**src/rtl/sinc3_pkg.sv**
```systemverilog
// Shared constants for the third-order sinc decimator.
// Assumes the modulator delivers a 1-bit stream and the ratio fits a 12-bit code.
package sinc3_pkg;
    localparam int SNC_ORDER    = 3;
    localparam int SNC_CODE_W   = 12;
    localparam int SNC_CODE_MIN = 19;
    localparam int SNC_CODE_MAX = 4000;
    localparam int SNC_OUT_W    = 24;
    // Integrator width: sign bit plus ORDER times the bits of the largest ratio.
    localparam int SNC_ACC_W    = 1 + SNC_ORDER * $clog2(SNC_CODE_MAX);
    localparam int SNC_LOG_W    = $clog2(SNC_CODE_W + 1);
endpackage

```
**src/rtl/sinc3_code_clamp.sv**
```systemverilog
// Clamps the raw decimation code into the legal ratio range and derives
// k = ceil(log2(ratio)), which sets the output scaling shift.
// Assumes CODE_MIN >= 2 and CODE_MAX < 2**CODE_W. Purely combinational.
module sinc3_code_clamp #(
    parameter int CODE_W   = 12,
    parameter int CODE_MIN = 19,
    parameter int CODE_MAX = 4000,
    parameter int LOG_W    = 4
) (
    input  logic [CODE_W-1:0] code_raw,
    output logic [CODE_W-1:0] ratio,
    output logic [LOG_W-1:0]  ratio_lg
);
    // Limit the code to the legal range.
    always_comb begin
        if (code_raw < CODE_W'(CODE_MIN))
            ratio = CODE_W'(CODE_MIN);
        else if (code_raw > CODE_W'(CODE_MAX))
            ratio = CODE_W'(CODE_MAX);
        else
            ratio = code_raw;
    end

    // Smallest k with 2**k >= ratio, found by a descending scan.
    always_comb begin
        ratio_lg = '0;
        for (int i = CODE_W; i >= 0; i--) begin
            if ((32'd1 << i) >= 32'(ratio))
                ratio_lg = LOG_W'(i);
        end
    end
endmodule

```
**src/rtl/sinc3_integ.sv**
```systemverilog
// Cascade of ORDER integrators running at the modulator rate.
// Each stage adds the *new* value of the stage before it, so the chain adds no
// pipeline delay and the last stage's next value is exposed for the combs.
// Assumes two's-complement wraparound in ACC_W bits is acceptable; the comb
// differences recover the exact result as long as |y| < 2**(ACC_W-1).
module sinc3_integ #(
    parameter int ORDER = 3,
    parameter int ACC_W = 37
) (
    input  logic             clk,
    input  logic             rst_n,
    input  logic             clr,
    input  logic             stb,
    input  logic             bit_in,
    output logic [ACC_W-1:0] acc_last
);
    logic [ORDER-1:0][ACC_W-1:0] sum_d;

    for (genvar g = 0; g < ORDER; g++) begin : g_stage
        logic [ACC_W-1:0] acc_q;

        if (g == 0) begin : g_head
            // First stage accumulates +1 or -1 per sample.
            assign sum_d[g] = acc_q + (bit_in ? ACC_W'(1) : {ACC_W{1'b1}});
        end else begin : g_tail
            // Later stages accumulate the updated previous stage.
            assign sum_d[g] = acc_q + sum_d[g-1];
        end

        // Stage register: cleared by reset or filter restart, advanced on strobe.
        always_ff @(posedge clk) begin
            if (!rst_n || clr)
                acc_q <= '0;
            else if (stb)
                acc_q <= sum_d[g];
        end
    end

    assign acc_last = sum_d[ORDER-1];
endmodule

```
**src/rtl/sinc3_comb.sv**
```systemverilog
// Cascade of ORDER comb (differentiator) stages at the decimated rate.
// Each stage holds one decimated delay. The difference is combinational and
// the delays advance on fire, so dout is valid during the fire cycle.
module sinc3_comb #(
    parameter int ORDER = 3,
    parameter int ACC_W = 37
) (
    input  logic                    clk,
    input  logic                    rst_n,
    input  logic                    clr,
    input  logic                    fire,
    input  logic [ACC_W-1:0]        din,
    output logic signed [ACC_W-1:0] dout
);
    logic [ORDER-1:0][ACC_W-1:0] diff;

    for (genvar g = 0; g < ORDER; g++) begin : g_stage
        logic [ACC_W-1:0] dly_q;
        logic [ACC_W-1:0] stage_in;

        if (g == 0) begin : g_head
            assign stage_in = din;
        end else begin : g_tail
            assign stage_in = diff[g-1];
        end

        assign diff[g] = stage_in - dly_q;

        // Decimated delay: captures this stage's input on each output event.
        always_ff @(posedge clk) begin
            if (!rst_n || clr)
                dly_q <= '0;
            else if (fire)
                dly_q <= stage_in;
        end
    end

    assign dout = signed'(diff[ORDER-1]);
endmodule

```
**src/rtl/sinc3_format.sv**
```systemverilog
// Scales the signed comb result to OUT_W bits and applies the output coding.
// Target exponent is OUT_W-1 for bipolar and OUT_W for unipolar; the value
// is shifted by (target - ORDER*k), then offset (bipolar) and saturated.
// Assumes a full-density input gives |y| <= 2**(ORDER*k). Combinational.
module sinc3_format #(
    parameter int ORDER = 3,
    parameter int ACC_W = 37,
    parameter int OUT_W = 24,
    parameter int LOG_W = 4
) (
    input  logic signed [ACC_W-1:0] y,
    input  logic [LOG_W-1:0]        lg,
    input  logic                    uni,
    output logic [OUT_W-1:0]        res
);
    localparam int WIDE = ACC_W + OUT_W;
    localparam logic signed [WIDE-1:0] MID  =
        {{(WIDE-OUT_W){1'b0}}, 1'b1, {(OUT_W-1){1'b0}}};
    localparam logic signed [WIDE-1:0] FULL =
        {{(WIDE-OUT_W){1'b0}}, {OUT_W{1'b1}}};

    int                     sh_tot;
    int                     tgt;
    logic signed [WIDE-1:0] y_wide;
    logic signed [WIDE-1:0] scaled;
    logic signed [WIDE-1:0] coded;

    // Shift the comb value toward the coding's full-scale exponent.
    always_comb begin
        sh_tot = ORDER * int'(lg);
        tgt    = uni ? OUT_W : OUT_W - 1;
        y_wide = {{OUT_W{y[ACC_W-1]}}, y};
        if (sh_tot <= tgt)
            scaled = y_wide <<< (tgt - sh_tot);
        else
            scaled = y_wide >>> (sh_tot - tgt);
    end

    // Apply the mid-scale offset for bipolar and saturate to the output range.
    always_comb begin
        coded = uni ? scaled : scaled + MID;
        if (coded < 0)
            res = '0;
        else if (coded > FULL)
            res = {OUT_W{1'b1}};
        else
            res = coded[OUT_W-1:0];
    end
endmodule

```
**src/rtl/sinc3_decim.sv**
```systemverilog
// Third-order sinc decimator top level.
// Counts modulator strobes to the clamped ratio, fires the comb once per
// period, and withholds data-ready for the first three periods after any
// filter restart (sync level or channel-change pulse).
// Assumes mod_stb is a one-clock pulse and the code changes only with a restart.
module sinc3_decim
    import sinc3_pkg::*;
#(
    parameter int ORDER    = SNC_ORDER,
    parameter int CODE_W   = SNC_CODE_W,
    parameter int CODE_MIN = SNC_CODE_MIN,
    parameter int CODE_MAX = SNC_CODE_MAX,
    parameter int OUT_W    = SNC_OUT_W,
    parameter int ACC_W    = SNC_ACC_W,
    parameter int LOG_W    = SNC_LOG_W
) (
    input  logic              clk,
    input  logic              rst_n,
    input  logic              mod_stb,
    input  logic              mod_bit,
    input  logic [CODE_W-1:0] code_in,
    input  logic              sync_req,
    input  logic              chan_chg,
    input  logic              unipolar,
    output logic [OUT_W-1:0]  result,
    output logic              drdy
);
    localparam int SETTLE_W = $clog2(ORDER + 1);
    localparam logic [SETTLE_W-1:0] SETTLE_DONE = SETTLE_W'(ORDER - 1);

    logic                    clr;
    logic                    fire;
    logic [CODE_W-1:0]       ratio;
    logic [LOG_W-1:0]        ratio_lg;
    logic [CODE_W-1:0]       dec_q;
    logic [SETTLE_W-1:0]     settle_q;
    logic [ACC_W-1:0]        integ_out;
    logic signed [ACC_W-1:0] comb_out;
    logic [OUT_W-1:0]        fmt_out;

    assign clr  = sync_req | chan_chg;
    assign fire = mod_stb & ~clr & (dec_q >= ratio - CODE_W'(1));

    sinc3_code_clamp #(
        .CODE_W(CODE_W), .CODE_MIN(CODE_MIN), .CODE_MAX(CODE_MAX), .LOG_W(LOG_W)
    ) clamp_i (
        .code_raw(code_in), .ratio(ratio), .ratio_lg(ratio_lg)
    );

    sinc3_integ #(.ORDER(ORDER), .ACC_W(ACC_W)) integ_i (
        .clk(clk), .rst_n(rst_n), .clr(clr), .stb(mod_stb),
        .bit_in(mod_bit), .acc_last(integ_out)
    );

    sinc3_comb #(.ORDER(ORDER), .ACC_W(ACC_W)) comb_i (
        .clk(clk), .rst_n(rst_n), .clr(clr), .fire(fire),
        .din(integ_out), .dout(comb_out)
    );

    sinc3_format #(
        .ORDER(ORDER), .ACC_W(ACC_W), .OUT_W(OUT_W), .LOG_W(LOG_W)
    ) fmt_i (
        .y(comb_out), .lg(ratio_lg), .uni(unipolar), .res(fmt_out)
    );

    // Decimation counter: wraps once per ratio strobes.
    always_ff @(posedge clk) begin
        if (!rst_n || clr)
            dec_q <= '0;
        else if (fire)
            dec_q <= '0;
        else if (mod_stb)
            dec_q <= dec_q + CODE_W'(1);
    end

    // Settling counter: counts output events after a restart, saturating.
    always_ff @(posedge clk) begin
        if (!rst_n || clr)
            settle_q <= '0;
        else if (fire && settle_q <= SETTLE_DONE)
            settle_q <= settle_q + SETTLE_W'(1);
    end

    // Output register: publishes a word and strobe once the filter has settled.
    always_ff @(posedge clk) begin
        if (!rst_n) begin
            drdy   <= 1'b0;
            result <= '0;
        end else begin
            drdy <= fire && (settle_q >= SETTLE_DONE);
            if (fire && (settle_q >= SETTLE_DONE))
                result <= fmt_out;
        end
    end
endmodule

```
**config.mk**
```make
export PLATFORM = sky130hd
export DESIGN_NAME = sinc3_decim
export DESIGN_NICKNAME = d
export VERILOG_FILES = /design/src/rtl/sinc3_pkg.sv /design/src/rtl/sinc3_code_clamp.sv /design/src/rtl/sinc3_integ.sv /design/src/rtl/sinc3_comb.sv /design/src/rtl/sinc3_format.sv /design/src/rtl/sinc3_decim.sv
export SDC_FILE = /design/constraint.sdc
export NUM_CORES = 1
export LEC_CHECK = 0
export BUFFER_PORTS_ARGS = -buffer_cell sky130_fd_sc_hd__buf_2
export CORE_ASPECT_RATIO = 1.4
export CORE_MARGIN = 5
export CORE_UTILIZATION = 60
export DETAILED_ROUTE_END_ITERATION = 6
export GPL_TIMING_DRIVEN = 1
export PLACE_DENSITY_LB_ADDON = 0.3
export SLEW_MARGIN = 20
export SYNTH_ARGS = -nofsm -noshare
export SYNTH_HDL_FRONTEND = slang
export SYNTH_HIERARCHICAL = 1
export SYNTH_SLANG_ARGS = --single-unit
```
**constraint.sdc**
```tcl
create_clock -name clk -period 54.7 [get_ports clk]
set_clock_uncertainty 0.1 [all_clocks]
set_input_delay 8.205 -clock clk [delete_from_list [all_inputs] [get_ports clk]]
set_output_delay 8.205 -clock clk [all_outputs]
set_load 0.01 [all_outputs]
```
## After elaboration in Yosys (flattened, before gate mapping)

Index checks and enable logic that the tools add are counted.

- Memory bits (writable): 0
- Latch bits: 0
- Register bits: 261
- Bits in read-only memories: 0
- Word-level logic and storage cells: 74
- Output and inout bits: 25
- Memories kept: 0

- Add/sub/neg operators: 12
- $mul: 1
- Equality and inequality tests: 0
- Order comparisons: 20
- Bitwise gates (word level): 4
- Divide/modulo/power cells: 0
- Reductions and logical operators: 5
- Shifts and indexed selects: 2
- Multiplexer cells: 20

Operators with widths:

| cell | number |
|---|---|
| 2-to-1 mux 61 bit | 2 |
| adder 37 bit | 3 |
| subtractor 37 bit | 3 |
| subtractor 32 bit | 2 |
| adder 61 x 25 -> 61 bit (second input constant) | 1 |
| greater-than comparator 61 x 25 -> 1 bit (second input constant) | 1 |
| < comparator 61 x 1 -> 1 bit (second input constant) | 1 |
| <<< shifter 37 x 32 -> 61 bit | 1 |
| >>> shifter 37 x 32 -> 61 bit | 1 |
| 2-to-1 mux 24 bit | 2 |
| 2-to-1 mux 37 bit | 1 |
| 2-to-1 mux 4 bit | 9 |
| <= comparator 32 bit | 1 |
| 2-to-1 mux 12 bit | 2 |
| adder 12 x 1 -> 12 bit (second input constant) | 1 |
| greater-or-equal comparator 1 x 12 -> 1 bit (first input constant) | 1 |
| greater-or-equal comparator 10 x 12 -> 1 bit (first input constant) | 1 |
| greater-or-equal comparator 11 x 12 -> 1 bit (first input constant) | 1 |
| greater-or-equal comparator 12 bit | 1 |
| greater-or-equal comparator 12 bit (first input constant) | 1 |
| greater-or-equal comparator 2 x 12 -> 1 bit (first input constant) | 1 |
| greater-or-equal comparator 3 x 12 -> 1 bit (first input constant) | 1 |
| greater-or-equal comparator 4 x 12 -> 1 bit (first input constant) | 1 |
| greater-or-equal comparator 5 x 12 -> 1 bit (first input constant) | 1 |
| 19 further kinds | 24 |

## Logic depth before layout (Yosys ltp)

- Depth after elaboration: 25
- Gate-level depth with buffers: 75
- Gate-level depth less buffers: 71

## Modules after synthesis

Netlist, hierarchy kept.

By module, submodules not included:

| module | instances | cells an instance | area an instance (um^2) | seq. area each (um^2) |
|---|---|---|---|---|
| sinc3_comb | 1 | 1251 | 9770.6 | 2222.1 |
| sinc3_integ | 1 | 1152 | 9635.5 | 2222.1 |
| sinc3_format | 1 | 1301 | 8650.8 | 0.0 |
| sinc3_decim | 1 | 239 | 2088.3 | 780.7 |
| sinc3_code_clamp | 1 | 57 | 360.3 | 0.0 |

## Worst setup path before layout

Ideal clock, no wire load.

- Path type: input-to-reg
- Start point: in mod_bit
- End point: reg result[1]
- Arrival time: 22681 ps
- Stages: 74
- Slack: 31801 ps
- Cell sequence: inv_1 > ha_1 > nand2_1 > or3_1 > a21boi_0 > nor2_1 > xnor2_1 > ha_1 > a21o_1 > o32ai_2 > inv_1 > a21o_1 > a21oi_1 > xnor2_1 > ha_1 > a21o_1 > a21o_1 > a2111oi_1 > (+38 left out) > clkbuf_1 > o21ai_0 > o22ai_1 > a311oi_1 > nor2_1 > inv_1 > ha_1 > nand2_1 > nor2_1 > and4_1 > nand3_1 > or3_1 > a2111o_1 > nor4_4 > buf_6 > a31oi_1 > nand2_1 > mux2i_1

RTL lines:

| element | RTL line | RTL |
|---|---|---|
| from (decl) | sinc3_decim.sv:20 | `input logic mod_bit,` |
| to (signal assigned) | sinc3_decim.sv:92 | `result <= fmt_out;` |
| to (decl) | sinc3_decim.sv:25 | `output logic [OUT_W-1:0] result,` |

==> reports/metrics.yaml <==
clock_network:
  clockBufferDepth: 3
  clkLatencyLatePin_ps: 570
  clock-root-buffer: "clkbuf_16"
  htree_levels: 1
  cts_hold_buffers: 0
  cts_inserted_buffers: 30
  cts_setup_buffers: 0
  clk_pin_slew_ps: 60
  tritoncts: "done"
  clock-sinks: 261
  ctsResizeCount: 0
floorplan:
  dieArea_um2: 55520
  initial_utilization_pct: 60.71
  coreArea_um2: 50250
  die_w_um: 200.6
  ios: 44
  num_rows: 97
  die_h_um: 276.8
hold_path:
  holdPathStages: 2
  worst_hold_path_type: "flip-flop to flip-flop"
  hp-start: "result[4]"
  min_to: "result[4]"
grt:
  track_usage_pct: 35.17
  grt_pass1_vias: 29350
  grt_busiest_layer: "met2"
  gr-total-overflow: 0
  use_met3_pct: 6.232
  grt.met2_usage_pct: 63.29
  met1_usage_pct: 34.65
  grt_max_degree: 71
  antenna_found_initial: 1
  grt_pass1_wl_um: 159600
critical_path:
  cp_slowest_cell: "a2111oi_1"
  r2r-end: "result[10]"
  crit_top_cell: "a21o_1"
  critPathLaunchType: "primary input"
  endpoint_kind: "flip-flop"
  crit_fanout: 36
  path_buf_inv: 9
  cpPeakStageDelay_ps: 1030
  crit_family: "compound AO/OA/AOI/OAI gates"
  r2r-start: "integ_i/g_stage[0].acc_q[0]"
  rr_worst_depth: 70
  crit_required_ps: 55020
  cp.arrival_ps: 26520
  crit_type: "primary input to flip-flop"
  reg2reg_slack_ps: 36260
route:
  drtIter0Drc: 1940
  antenna_left: 0
  routedWlPerCell_um: 22.52
  drcViolationCount: 0
  firstDrtPassIters: 7
  vias: 29830
  wl_um: 102300
  viasPerCell: 6.569
cells_and_area:
  fin_nets: 4146
  num-fill-cells: 4617
  instances_no_fill: 4541
  drive_gt1_share_pct: 8.008
  design_area_um2: 31930
  syn_to_final_growth_pct: 4.672
synthesis:
  yosys_most_used_dff: "dfxtp_1"
  netlist_instances: 4000
  synth_area_um2: 30510
  synth_edf_count: 0
  yosysWarnings: 6
  syn_avg_cell_area_um2: 7.626
  synth_nets: 4274
  yosysSeqAreaShare_pct: 17.13
  synthTopCellsByArea: "dfxtp_1, mux2i_1, ha_1"
  yosys-top-cells-count: "nor2_1, mux2i_1, a21oi_1"
  synth_top_cell_area_share_pct: 17.13
  synth_cell_types: 108
  synth_most_common_cell: "nor2_1"
  synth-async-reset-ratio_pct: 0
  synth_area_leader_cell: "dfxtp_1"
  synth-seq-cells: 261
timing:
  maxSlewViolCount: 0
  hold_viol: 0
  finalSetupTns_ps: 0
  min_period_over_period_pct: 47.89
  max_slew_margin_pct: 21.95
  holdWs_ps: 357.4
  fin_crit_ps: 26190
  clock.fmax_ghz: 0.03818
  tightest_slew_ps: 1164
  setup_violations: 0
  rsz0062_at_grt: "no"
placement:
  dp_hpwl_um: 78140
  post_dp_cell_area_um2: 30820
  place_inst: 4482
  gp_congestion: 1.068
  port_buffers: 43
job:
  drv_cap: 0
run_status:
  status: "finished, final reports clean"
[worst max-delay path by stage]
stage,startpoint,end,slack (ps),cells past startpoint
5_1_grt,mod_bit,result[10],27340,72
3_3_place_gp,mod_bit,result[10],28200,71
2_1_floorplan,mod_bit,result[1],31800,74
4_1_cts,mod_bit,result[10],28940,72
3_5_place_dp,mod_bit,result[10],28410,72
6_report,mod_bit,result[10],28510,72
[stage by stage]
| step | utilization (%) | worst slack, ps |
|---|---|---|
| after CTS | 63.46 | 28940 |
| after global placement | 61.32 | 28200 |
| after floorplan | - | 31800 |
| after detailed placement | 61.35 | 28410 |
| final | 63.55 | 28510 |
| after global routing | 63.54 | 27340 |
[layer usage]
layer	up-vias	part of all wire (%)
met2	1039	49
li1	14320	-
met1	13980	35
met3	493	5.2
met4	0	10
met5	-	0
[logic make-up (layout without fill, tap and decap cells)]
group	count (synthesis)	after routing	synth area share, %
buf+inv	471	367	6.743
compound gates	1144	1144	25.11
fa+ha+maj	255	255	10.68
other cells	0	2	0
simple gates	1209	1209	18.75
flops	261	261	17.13
xor+xnor	240	240	7.010
mux	420	420	14.58
[final cells by class]
| cell class | instances | area (um2) | share of cell area (%) |
|---|---|---|---|
| Multi-Input combinational cell | 3268 | 23390 | 73.25 |
| Sequential cell | 261 | 5225 | 16.36 |
| Clock buffer | 47 | 905.9 | 2.837 |
| Tap cell | 643 | 804.5 | 2.520 |
| Inverter | 212 | 800.8 | 2.508 |
| Timing Repair Buffer | 99 | 645.6 | 2.022 |
| Clock inverter | 9 | 155.1 | 0.4859 |
| Antenna cell | 2 | 5.005 | 0.01567 |
[state kept, by name, summed over array words and instances (netlist names)]
signal	cells
result	24
drdy	1
integ_i/g_stage.acc_q	111
settle_q	2
dec_q	12
comb_i/g_stage.dly_q	111
[tightest hold or removal path: cells and delay by family (launching register included)]
kind / cells / cell delay [ps]
simple gates: 1 / 50
mux: 1 / 50
flops: 1 / 310
[cell usage in the layout (no fill, tap or decap), types with 12 or more instances in the layout]
master and count:
dfxtp_1 261, o21ai_1 14, a211oi_1 58, or2_2 15, a31oi_1 67, o211ai_1 45, nand4_1 51, mux4_2 15
nor2b_1 30, o21ai_0 182, mux2_2 45, ha_1 245, or3_1 26, o21a_1 44, nor4_1 26, nor3_1 83
clkbuf_16 31, xor2_1 60, nand3_1 71, inv_1 207, nand2b_1 29, a211o_1 13, nand2_1 310, buf_2 42
and3_1 34, a21o_1 119, o31ai_1 20, xnor2_1 171, a21boi_0 12, nor2_1 432, mux2i_1 358, a31o_2 19
buf_4 55, o2111ai_1 12, o21bai_1 42, o22ai_1 12, a21oi_1 310, and2_1 28
Power is left out: the tool's default activity adds up to more than one toggle a clock period on the data nets, which glitch-free logic cannot reach.
